--- config.mk ---
export PLATFORM = sky130hd
export DESIGN_NAME = dds_ns_core
export DESIGN_NICKNAME = d
export VERILOG_FILES = /design/src/rtl/dds_ns_pkg.sv /design/src/rtl/dds_phase_acc.sv /design/src/rtl/dds_phase_shaper.sv /design/src/rtl/dds_sine_rom.sv /design/src/rtl/dds_ns_core.sv
export SDC_FILE = /design/constraint.sdc
export NUM_CORES = 1
export LEC_CHECK = 0
export ABC_AREA = 0
export BUFFER_PORTS_ARGS = -buffer_cell sky130_fd_sc_hd__buf_2
export CAP_MARGIN = 20
export CORE_ASPECT_RATIO = 1.5
export CORE_MARGIN = 2
export CORE_UTILIZATION = 63
export CTS_CLUSTER_DIAMETER = 50
export CTS_CLUSTER_SIZE = 10
export DETAILED_ROUTE_END_ITERATION = 10
export GPL_TIMING_DRIVEN = 0
export PLACE_DENSITY = 0.81
export SLEW_MARGIN = 20
export SYNTH_ARGS = -nofsm -noshare
export SYNTH_HDL_FRONTEND = slang
export SYNTH_SLANG_ARGS = --single-unit
--- constraint.sdc ---
create_clock -name clk -period 6.27 [get_ports clk]
set_input_delay 1.254 -clock clk [delete_from_list [all_inputs] [get_ports clk]]
set_output_delay 1.254 -clock clk [all_outputs]
set_load 0.005 [all_outputs]
--- src/rtl/dds_ns_pkg.sv ---
package dds_ns_pkg;

  // Binomial coefficient C(n, k), used to build the shaping filter taps
  function automatic int binom(input int n, input int k);
    int r;
    r = 1;
    for (int i = 1; i <= k; i++) r = r * (n - k + i) / i;
    return r;
  endfunction

  // Feedback tap weight applied to the discarded part delayed by 'tap' steps,
  // chosen so that the quantization noise sees (1 - z^-1)^order
  function automatic int shape_tap(input int order, input int tap);
    int c;
    c = binom(order, tap);
    return (tap % 2 == 1) ? c : -c;
  endfunction

endpackage

--- src/rtl/dds_phase_acc.sv ---
module dds_phase_acc #(
  parameter int ACC_W = 16
) (
  input  logic             clk,
  input  logic             rst_n,
  input  logic             en_i,
  input  logic [ACC_W-1:0] fcw_i,
  output logic [ACC_W-1:0] acc_o
);

  logic [ACC_W-1:0] fcw_q, fcw_d;
  logic [ACC_W-1:0] acc_q, acc_d;

  always_comb begin
    fcw_d = fcw_i;
    acc_d = en_i ? (acc_q + fcw_q) : acc_q;
  end

  always_ff @(posedge clk or negedge rst_n) begin
    if (!rst_n) begin
      fcw_q <= '0;
      acc_q <= '0;
    end else begin
      fcw_q <= fcw_d;
      acc_q <= acc_d;
    end
  end

  assign acc_o = acc_q;

endmodule

--- src/rtl/dds_phase_shaper.sv ---
module dds_phase_shaper
  import dds_ns_pkg::*;
#(
  parameter int PH_W   = 12,
  parameter int ADDR_W = 8,
  parameter int ORDER  = 4
) (
  input  logic              clk,
  input  logic              rst_n,
  input  logic              en_i,
  input  logic [PH_W-1:0]   x_i,
  output logic [ADDR_W-1:0] ph_o
);

  localparam int QB    = PH_W - ADDR_W;
  localparam int FB_W  = QB + ORDER + 2;
  localparam int SUM_W = ((FB_W > PH_W) ? FB_W : PH_W) + 1;

  logic [QB-1:0]           hist_q [ORDER];
  logic [QB-1:0]           hist_d [ORDER];
  logic [ADDR_W-1:0]       ph_q, ph_d;
  logic signed [SUM_W-1:0] tap_term [ORDER];
  logic signed [SUM_W-1:0] fb_sum;
  logic signed [SUM_W-1:0] v_full;
  logic [PH_W-1:0]         v_mod;

  // One weighted term per delayed discarded part
  for (genvar t = 0; t < ORDER; t++) begin : g_tap
    localparam int COEF = shape_tap(ORDER, t + 1);
    logic signed [SUM_W-1:0] coef_s;
    logic signed [SUM_W-1:0] part_s;
    assign coef_s      = SUM_W'(COEF);
    assign part_s      = $signed({{(SUM_W-QB){1'b0}}, hist_q[t]});
    assign tap_term[t] = coef_s * part_s;
  end

  always_comb begin
    fb_sum = '0;
    for (int t = 0; t < ORDER; t++) fb_sum = fb_sum + tap_term[t];
    v_full = $signed({{(SUM_W-PH_W){1'b0}}, x_i}) + fb_sum;
    v_mod  = v_full[PH_W-1:0];   // wrap around the phase circle
  end

  always_comb begin
    ph_d      = en_i ? v_mod[PH_W-1 -: ADDR_W] : ph_q;
    hist_d[0] = en_i ? v_mod[QB-1:0] : hist_q[0];
    for (int t = 1; t < ORDER; t++) hist_d[t] = en_i ? hist_q[t-1] : hist_q[t];
  end

  always_ff @(posedge clk or negedge rst_n) begin
    if (!rst_n) begin
      ph_q <= '0;
      for (int t = 0; t < ORDER; t++) hist_q[t] <= '0;
    end else begin
      ph_q <= ph_d;
      for (int t = 0; t < ORDER; t++) hist_q[t] <= hist_d[t];
    end
  end

  assign ph_o = ph_q;

endmodule

--- src/rtl/dds_sine_rom.sv ---
module dds_sine_rom #(
  parameter int ADDR_W = 8,
  parameter int AMP_W  = 12
) (
  input  logic [ADDR_W-1:0] addr_i,
  output logic [AMP_W-1:0]  amp_o
);

  localparam int  QW    = ADDR_W - 2;
  localparam int  QN    = 2 ** QW;
  localparam real SCALE = real'(2 ** (AMP_W - 1) - 1);
  localparam real PI_C  = 3.14159265358979;

  logic [AMP_W-1:0] qtab [QN];

  // Quarter wave sampled at half-step offsets so mirroring is exact
  for (genvar i = 0; i < QN; i++) begin : g_quarter
    localparam real ANG = 2.0 * PI_C * (real'(i) + 0.5) / real'(4 * QN);
    localparam int  QV  = $rtoi(SCALE * $sin(ANG) + 0.5);
    assign qtab[i] = AMP_W'(QV);
  end

  logic [1:0]       quad;
  logic [QW-1:0]    idx, idx_eff;
  logic [AMP_W-1:0] mag;

  always_comb begin
    quad    = addr_i[ADDR_W-1 -: 2];
    idx     = addr_i[QW-1:0];
    idx_eff = quad[0] ? ~idx : idx;
    mag     = qtab[idx_eff];
    amp_o   = quad[1] ? (~mag + 1'b1) : mag;
  end

endmodule

--- src/rtl/dds_ns_core.sv ---
module dds_ns_core #(
  parameter int ACC_W  = 16,
  parameter int PH_W   = 12,
  parameter int ADDR_W = 8,
  parameter int AMP_W  = 12,
  parameter int ORDER  = 4
) (
  input  logic              clk,
  input  logic              rst_n,
  input  logic              en_i,
  input  logic [ACC_W-1:0]  fcw_i,
  output logic [AMP_W-1:0]  amp_o,
  output logic [ADDR_W-1:0] phase_o,
  output logic              vld_o
);

  // Enable-to-valid delay: shaper register plus output register
  localparam int PIPE_LAT = 2;

  logic [ACC_W-1:0]  acc_w;
  logic [ADDR_W-1:0] ph_w;
  logic [AMP_W-1:0]  rom_amp;

  dds_phase_acc #(.ACC_W(ACC_W)) acc_i (
    .clk   (clk),
    .rst_n (rst_n),
    .en_i  (en_i),
    .fcw_i (fcw_i),
    .acc_o (acc_w)
  );

  dds_phase_shaper #(.PH_W(PH_W), .ADDR_W(ADDR_W), .ORDER(ORDER)) shp_i (
    .clk   (clk),
    .rst_n (rst_n),
    .en_i  (en_i),
    .x_i   (acc_w[ACC_W-1 -: PH_W]),
    .ph_o  (ph_w)
  );

  dds_sine_rom #(.ADDR_W(ADDR_W), .AMP_W(AMP_W)) rom_i (
    .addr_i (ph_w),
    .amp_o  (rom_amp)
  );

  logic [AMP_W-1:0]    amp_q, amp_d;
  logic [ADDR_W-1:0]   pho_q, pho_d;
  logic [PIPE_LAT-1:0] vpipe_q, vpipe_d;

  always_comb begin
    amp_d   = rom_amp;
    pho_d   = ph_w;
    vpipe_d = {vpipe_q[PIPE_LAT-2:0], en_i};
  end

  always_ff @(posedge clk or negedge rst_n) begin
    if (!rst_n) begin
      amp_q   <= '0;
      pho_q   <= '0;
      vpipe_q <= '0;
    end else begin
      amp_q   <= amp_d;
      pho_q   <= pho_d;
      vpipe_q <= vpipe_d;
    end
  end

  assign amp_o   = amp_q;
  assign phase_o = pho_q;
  assign vld_o   = vpipe_q[PIPE_LAT-1];

endmodule

## Word level (Yosys, flattened, before mapping)

Memories as Yosys holds them, arrays and structs flattened.
Index checks and enable logic that the tools add are counted.

| storage, ports and cells | value |
|---|---|
| bits in registers | 78 |
| memory bits (read-only) | 768 |
| input bits | 19 |
| output and inout port bits | 21 |
| word-level logic and storage cells | 27 |
| memories kept | 1 |

Memories:

| name | depth | bits a word | rd ports | clocked after memory_dff | write ports | line | text |
|---|---|---|---|---|---|---|---|
| (no name shown) | 64 | 12 | 1 | 0 | 0 | dds_sine_rom.sv:31 | `mag = qtab[idx_eff];` |

| operators by class | value |
|---|---|
| $add $sub $neg | 7 |
| multiply operators | 1 |
| magnitude comparators | 1 |
| multiplexer cells | 4 |
| bitwise operators | 3 |

Operators by type and width:

| operator | number |
|---|---|
| $mux W12 | 3 |
| $add A12 B12 Y12 | 2 |
| $add A16 B16 Y16 | 1 |
| $add A12 B1 Y12 const B | 1 |
| $add A12 B7 Y12 | 1 |
| $add A7 B12 Y12 | 1 |
| $neg A4 Y12 | 1 |
| $not A12 Y12 | 1 |
| $mul A3 B5 Y8 const A | 1 |
| $ge A7 B7 Y1 const B | 1 |
| $not A6 Y7 | 1 |
| $mux W6 | 1 |
| $not A6 Y6 | 1 |

## Logic depth before layout (Yosys ltp)

Gate-level depths: netlist (run 1).

| logic depth | value |
|---|---|
| depth after elaboration | 9 |
| gate-level depth with buffers | 21 |
| depth with buffers taken out | 21 |

## Modules after synthesis

Synthesis (run 1) repeated with hierarchy kept, for this count alone.

| unflattened totals | value |
|---|---|
| cells, all modules | 734 |
| area, all modules | 6,786.5 µm² |

By module, submodules not included:

| module | instances | cells each | area an instance (µm²) | sequential area each (µm²) |
|---|---|---|---|---|
| dds_sine_rom | 1 | 358 | 2,446.1 | 0.0 |
| dds_phase_shaper | 1 | 197 | 2,029.4 | 600.6 |
| dds_phase_acc | 1 | 157 | 1,760.4 | 800.8 |
| dds_ns_core | 1 | 22 | 550.5 | 550.5 |

## Least setup slack after synthesis (run 1)

No wires, ideal clock.

| timing | value |
|---|---|
| path kind | register to register |
| from | register shp_i.hist_q, in the netlist shp_i.g_tap[1].part_s[1] |
| to | register shp_i.ph_q[7] (netlist: shp_i.ph_o[7]) |
| library setup time | 126 ps |
| arrival | 4,287 ps |
| required time | 6,144 ps |
| path slack | 1,857 ps |
| stages on the path, launching flop included | 21 |
| buffers on the path | 0 |
| clock period less this slack | 4,413 ps |
| cells stage by stage | dfrtp_1 inv_1 ha_1 ha_1 ha_1 inv_1 fa_1 inv_1 fa_1 inv_1 fa_1 inv_1 ha_1 nor2b_1 o21ai_0 a21boi_0 o21ai_0 a21oi_1 o21ai_0 a21oi_1 a311o_1 |

| between the ends | value |
|---|---|
| cells in the longest elaborated chain, start to end | 5 |

RTL lines:

| what | line | text |
|---|---|---|
| start: declaration | dds_phase_shaper.sv:19 | `logic [QB-1:0] hist_q [ORDER];` |
| $mul A3 B5 Y8 | dds_phase_shaper.sv:34 | `assign tap_term[t] = coef_s * part_s;` |
| $add A7 B12 Y12 | dds_phase_shaper.sv:39 | `for (int t = 0; t < ORDER; t++) fb_sum = fb_sum + tap_term[t];` |
| $add A12 B7 Y12 | dds_phase_shaper.sv:39 |  |
| $add A12 B12 Y12 | dds_phase_shaper.sv:39 |  |
| $add A12 B12 Y12 | dds_phase_shaper.sv:40 | `v_full = $signed({{(SUM_W-PH_W){1'b0}}, x_i}) + fb_sum;` |
| end signal: assignment | dds_phase_shaper.sv:55 | `ph_q <= ph_d;` |
| end: declaration | dds_phase_shaper.sv:21 | `logic [ADDR_W-1:0] ph_q, ph_d;` |

No other way between the ends.
A chain may end at the register's enable or synchronous reset.

## Final worst setup path (run 1)

Same ends and word-level chain as after synthesis.

==> impl_metrics.env, run 1 <==
export IMPL_worstReg2RegEnd="shp_i.ph_o[7]"
export IMPL_drive_gt1_share_pct=17.1
export IMPL_critPathKind="flop to flop"
export IMPL_ys_seq_area_share_pct=28.4
export IMPL_synth_edf_count=0
export IMPL_drv_cap=0
export IMPL_cts_setup_buffers=0
export IMPL_critPathArrivalTime_ns=5.35
export IMPL_gp_congestion=1.14
export IMPL_synthTopCellsByArea="dfrtp_1 28%, ha_1 10%, o21ai_0 5.4%"
export IMPL_cts_clk_slew_worst_paths_ns=0.06
export IMPL_syn_area_per_cell_um2=8.86
export IMPL_async_reset_ff_share_pct=100
export IMPL_startpoint="shp_i.g_tap[1].part_s[1]"
export IMPL_fillCellCount=788
export IMPL_min_path_cells=0
export IMPL_skew_ns=0.0189
export IMPL_htreeDepth=3
export IMPL_reg2reg_depth=20
export IMPL_cp_max_fo=3
export IMPL_dr_pass1_iters=6
export IMPL_seqCellArea_mm2=0.00195
export IMPL_max_clock_freq_ghz=0.195
export IMPL_die_width_um=89.3
export IMPL_initialDrtViolationCount=711
export IMPL_ant_nets=0
export IMPL_report_final_setup_viol=0
export IMPL_synth_warnings=0
export IMPL_grt_pass1_wl_um=35700
export IMPL_area_growth_pct=9.99
export IMPL_fin_crit_ns=5.13
export IMPL_routed_wl_um=23000
export IMPL_mappedNetlistArea_mm2=0.00688
export IMPL_hp_class="flop to flop"
export IMPL_reg2reg_slack_ns=1.14
export IMPL_worstMarginPinSlew_ns=0.851
export IMPL_cts_hold_buf=0
export IMPL_overflow=0
export IMPL_core_mm2=0.0106
export IMPL_nets=916
export IMPL_syn_inst=776
export IMPL_design_die_area_mm2=0.0118
export IMPL_maxSlewViolCount=0
export IMPL_synth_nets=865
export IMPL_rsz0062_at_grt="false"
export IMPL_netlist_top_cells_count="78 x dfrtp_1, 78 x inv_1, 74 x o21ai_0"
export IMPL_min_from="vpipe_q[0]"
export IMPL_port_buffers=39
export IMPL_grt_max_degree=60
export IMPL_cts_buffers=9
export IMPL_grt_pass1_vias=6659
export IMPL_vias=6526
export IMPL_drc=0
export IMPL_fp_row_count=46
export IMPL_synth_top_area_cell="dfrtp_1"
export IMPL_clock_latency_ns=0.36
export IMPL_yosys_area_top_type_share_pct=28.4
export IMPL_r2r_start="shp_i.g_tap[1].part_s[1]"
export IMPL_worstPathRequired_ns=6.49
export IMPL_antenna_found_initial=0
export IMPL_slew_headroom_pct=43.3
export IMPL_vias_per_cell=6.69
export IMPL_ys_ff_latch=78
export IMPL_end_kind="flop"
export IMPL_synth_ff_type="dfrtp_1"
export IMPL_finalHoldViolations=0
export IMPL_cp_start_kind="flop"
export IMPL_root_buffer="clkbuf_16"
export IMPL_cts_tree="built"
export IMPL_ys_types=102
export IMPL_antenna_cells=0
export IMPL_clockBufferDepth=2
export IMPL_dp_hpwl_um=16400
export IMPL_grt_usage_pct=40.4
export IMPL_start_util_pct=64.9
export IMPL_dieHeight_um=132
export IMPL_wl_per_cell_um=23.6
export IMPL_cts_sinks=78
export IMPL_io_pins=40
export IMPL_cts_resized_gates=0
export IMPL_period_share_pct=81.8
export IMPL_status="finished, final reports clean"
export IMPL_finalSetupTns_ns=0
export IMPL_whs_endpoint="vpipe_q[1]"
export IMPL_multi_input_area_mm2=0.00419
==> state kept, by name, indices dropped and copies added, names as in the netlist <==
register            flops
phase_o                 8
acc_i.fcw_q            16
shp_i.ph_o              8
acc_i.acc_o            16
amp_o                  12
vpipe_q                 2
shp_i.g_tap.part_s     16
==> worst max-delay path by stage <==
stage               slack (ns)            end  depth (start not counted)
finish                    1.14  shp_i.ph_o[7]                         20
CTS                       1.31  shp_i.ph_o[7]                         20
detailed placement        1.35  shp_i.ph_o[7]                         20
global route              1.00  shp_i.ph_o[7]                         20
floorplan                 1.86  shp_i.ph_o[7]                         20
global placement          1.60  shp_i.ph_o[7]                         20
==> logic make-up (layout without fill, tap and decap cells) <==
group,count (synthesis),in the layout,share of synthesized area (%)
compound gates,226,226,22.1
xor+xnor,35,35,4.57
fa+ha+maj,70,70,14.4
buf+inv,134,190,10.8
flops,78,78,28.4
mux,23,23,3.55
simple gates,210,210,16.2
==> stage by stage <==
stage	setup slack, ns	instances	utilization, %	hold slack, ns	area, um^2
finish	1.14	976	71.4	0.352	7560
global route	1.00	976	71.4	0.358	7560
CTS	1.31	976	71.4	0.355	7560
detailed placement	1.35	960	68.8	0.341	7280
global placement	1.60	959	68.5	0.331	7250
floorplan	1.86	776	-	0.331	6880
==> final cells by class <==
type / instances / area share [%]
Tap cell: 144 / 2.38
Multi-Input combinational cell: 564 / 55.3
Sequential cell: 78 / 25.8
Buffer: 53 / 5.76
Clock buffer: 9 / 2.98
Inverter: 81 / 4.02
Timing Repair Buffer: 40 / 2.98
Clock inverter: 7 / 0.744
==> worst max-delay path, stage by stage, from the launching register on <==
cell and delay, ns:
dfrtp_1 0.38, inv_1 0.16, ha_1 0.27, ha_1 0.29, ha_1 0.19, inv_1 0.07, fa_1 0.48, inv_1 0.05
fa_1 0.48, inv_1 0.06, fa_1 0.49, inv_1 0.04, ha_1 0.32, nor2b_1 0.14, o21ai_0 0.22, a21boi_0 0.16
o21ai_0 0.33, a21oi_1 0.15, o21ai_0 0.27, a21oi_1 0.11, a311o_1 0.33
==> cell usage in the layout (no fill, tap or decap), types with 22 or more instances in the layout <==
master   instances
a21oi_1         47
ha_1            55
xnor2_1         22
nor2_1          39
dfrtp_1         78
buf_2           46
nand2_1         60
inv_1           78
o21ai_0         74
==> layer usage <==
layer / part of all wire, % / up-vias / track usage, %
li1: - / 2823 / -
met1: 33 / 3127 / 44.4
met2: 50 / 430 / 66.0
met3: 8.7 / 146 / 10.6
met4: 8.1 / 0 / 27.7
met5: 0 / - / 0
Power of run 1 is not shown: default switching activity piles up to over one toggle a cycle in this logic, so the estimate is an artifact.
==> inputs of run 2 (changes only) <==
Settings changed: ABC_AREA 0 to 1, CORE_UTILIZATION 63 to 62.
Clock period 6.27 ns to 5.3 ns, I/O delays scaled along.
==> impl_metrics.env, run 2 <==
export IMPL_dieHeight_um=122
export IMPL_synth_ff_type="dfrtp_1"
export IMPL_drv_cap=0
export IMPL_critical_path_top_delay_family="adder cells"
export IMPL_wl_per_cell_um=16.6
export IMPL_reg2reg_depth=22
export IMPL_worstMarginPinSlew_ns=0.666
export IMPL_setup_ws_ns=0.736
export IMPL_ys_seq_area_share_pct=33.9
export IMPL_worstPathRequired_ns=5.49
export IMPL_start_util_pct=62.9
export IMPL_synth_warnings=0
export IMPL_io_pins=40
export IMPL_dpl_cell_area_mm2=0.00611
export IMPL_grt_max_degree=44
export IMPL_vias=5167
export IMPL_nets=883
export IMPL_yosys_area_top_type_share_pct=33.9
export IMPL_die_width_um=82.6
export IMPL_mappedNetlistArea_mm2=0.00575
export IMPL_ys_ff_latch=78
export IMPL_report_final_setup_viol=0
export IMPL_cts_buffers=9
export IMPL_antenna_cells=0
export IMPL_root_buffer="clkbuf_16"
export IMPL_port_buffers=39
export IMPL_slew_headroom_pct=55.2
export IMPL_r2r_start="shp_i.g_tap[1].part_s[1]"
export IMPL_hp_class="flop to flop"
export IMPL_cts_resized_gates=0
export IMPL_grt_pass1_vias=5333
export IMPL_skew_ns=0.00948
export IMPL_status="finished, final reports clean"
export IMPL_synth_edf_count=0
export IMPL_layout_common_cells="215 x nand2_1, 95 x inv_1, 78 x dfrtp_1, 72 x nand3_1, 55 x ha_1"
export IMPL_post_synth_top_count_cell="nand2_1"
export IMPL_initialDrtViolationCount=272
export IMPL_final_area_mm2=0.00641
export IMPL_drive_gt1_share_pct=13.8
export IMPL_cts_clk_slew_worst_paths_ns=0.06
export IMPL_synth_top_area_cell="dfrtp_1"
export IMPL_worstReg2RegEnd="shp_i.ph_o[6]"
export IMPL_cts_tree="built"
export IMPL_critPathCapture="shp_i.ph_o[6]"
export IMPL_crit_slowest_cell="fa_1"
export IMPL_synthTopCellsByArea="dfrtp_1 34%, nand2_1 14%, ha_1 12%"
export IMPL_ys_types=37
export IMPL_gp_congestion=1.05
export IMPL_async_reset_ff_share_pct=100
export IMPL_dp_hpwl_um=11500
export IMPL_critPathKind="flop to flop"
export IMPL_syn_area_per_cell_um2=7.74
export IMPL_fp_row_count=43
export IMPL_critPathArrivalTime_ns=4.76
export IMPL_finalHoldViolations=0
export IMPL_netlist_top_cells_count="215 x nand2_1, 95 x inv_1, 78 x dfrtp_1"
export IMPL_reg2reg_slack_ns=0.74
export IMPL_cts_sinks=78
export IMPL_rsz0062_at_grt="false"
export IMPL_ant_nets=0
export IMPL_crit_top_cell="inv_1"
export IMPL_startpoint="shp_i.g_tap[1].part_s[1]"
export IMPL_grt_pass1_wl_um=24600
export IMPL_antenna_found_initial=0
export IMPL_cp_start_kind="flop"
export IMPL_dr_pass1_iters=5
export IMPL_critical_path_cell_chain="inv_1, ha_1, ha_1, ha_1, inv_1, fa_1, inv_1, fa_1, inv_1, fa_1, inv_1, ha_1, nand3_1, nand3_1, nand2_1, nand2_1, a21oi_1, nor2_1, o21ai_0, nand3b_1, nand3_1, o21ai_0"
export IMPL_design_die_area_mm2=0.0101
export IMPL_htreeDepth=3
export IMPL_cp_slowest_stage_delay_ns=0.50
export IMPL_pre_cts_ws_ns=0.791
export IMPL_cp_max_fo=5
export IMPL_max_clock_freq_ghz=0.219
export IMPL_path_buf_inv=5
export IMPL_grt_usage_pct=32.6
export IMPL_fillCellCount=771
export IMPL_routed_wl_um=15100
export IMPL_vias_per_cell=5.67
export IMPL_cts_setup_buffers=0
export IMPL_maxSlewViolCount=0
export IMPL_fin_crit_ns=4.56
export IMPL_finalSetupTns_ns=0
export IMPL_clockBufferDepth=2
export IMPL_post_route_util_pct=70.1
export IMPL_drc=0
export IMPL_cts_hold_buf=0
export IMPL_min_from="vpipe_q[0]"
export IMPL_overflow=0
export IMPL_period_share_pct=86.1
export IMPL_core_mm2=0.00915
export IMPL_clock_latency_ns=0.34
export IMPL_end_kind="flop"
export IMPL_final_common_cell="nand2_1"
export IMPL_cp_num_cells=22
export IMPL_synth_nets=832
export IMPL_syn_inst=743
export IMPL_area_growth_pct=11.5
==> run 2: per-layer routing <==
layer | track usage [%] | wire (um) | vias up
met4 | 20.4 | 905 | 0
li1 | - | - | 2468
met5 | 0 | 0 | -
met1 | 34.0 | 5460 | 2425
met3 | 5.48 | 688 | 63
met2 | 58.8 | 8040 | 211
==> run 2: final cells by class <==
class | count | area [um^2] | area share [%]
buffer | 22 | 161 | 2.52
clock buffer | 9 | 225 | 3.51
clock inverter | 7 | 78.8 | 1.23
inverter | 102 | 383 | 5.97
multi-input combinational | 541 | 3250 | 50.8
sequential | 78 | 1950 | 30.4
tap | 112 | 140 | 2.19
timing repair buffer | 40 | 218 | 3.40
==> run 2: how the worst min path moves through the flow <==
| stage | slack (ns) | cells after the start | to |
|---|---|---|---|
| finish | 0.36 | 0 | vpipe_q[1] |
| global placement | 0.33 | 0 | vpipe_q[1] |
| CTS | 0.36 | 0 | vpipe_q[1] |
| detailed placement | 0.35 | 0 | vpipe_q[1] |
| global route | 0.39 | 0 | vpipe_q[1] |
| floorplan | 0.33 | 0 | vpipe_q[1] |
==> run 2: stage by stage <==
step           hold slack [ns]  cells
3_3_place_gp             0.333    894
6_report                 0.362    911
2_1_floorplan            0.331    743
4_1_cts                  0.363    911
3_5_place_dp             0.348    895
5_1_grt                  0.387    911
==> run 2: cells by family (layout without fill, tap and decap cells) <==
kind of cell | after synthesis | in the layout | synth area share, %
AND/OR/NAND/NOR | 362 | 362 | 27.3
buffers and inverters | 124 | 180 | 9.46
AO/OA/AOI/OAI | 87 | 87 | 8.20
flip-flops | 78 | 78 | 33.9
adder cells (fa/ha/maj) | 70 | 70 | 17.2
XOR/XNOR | 22 | 22 | 3.94
Power of run 2 is left out for the same reason.
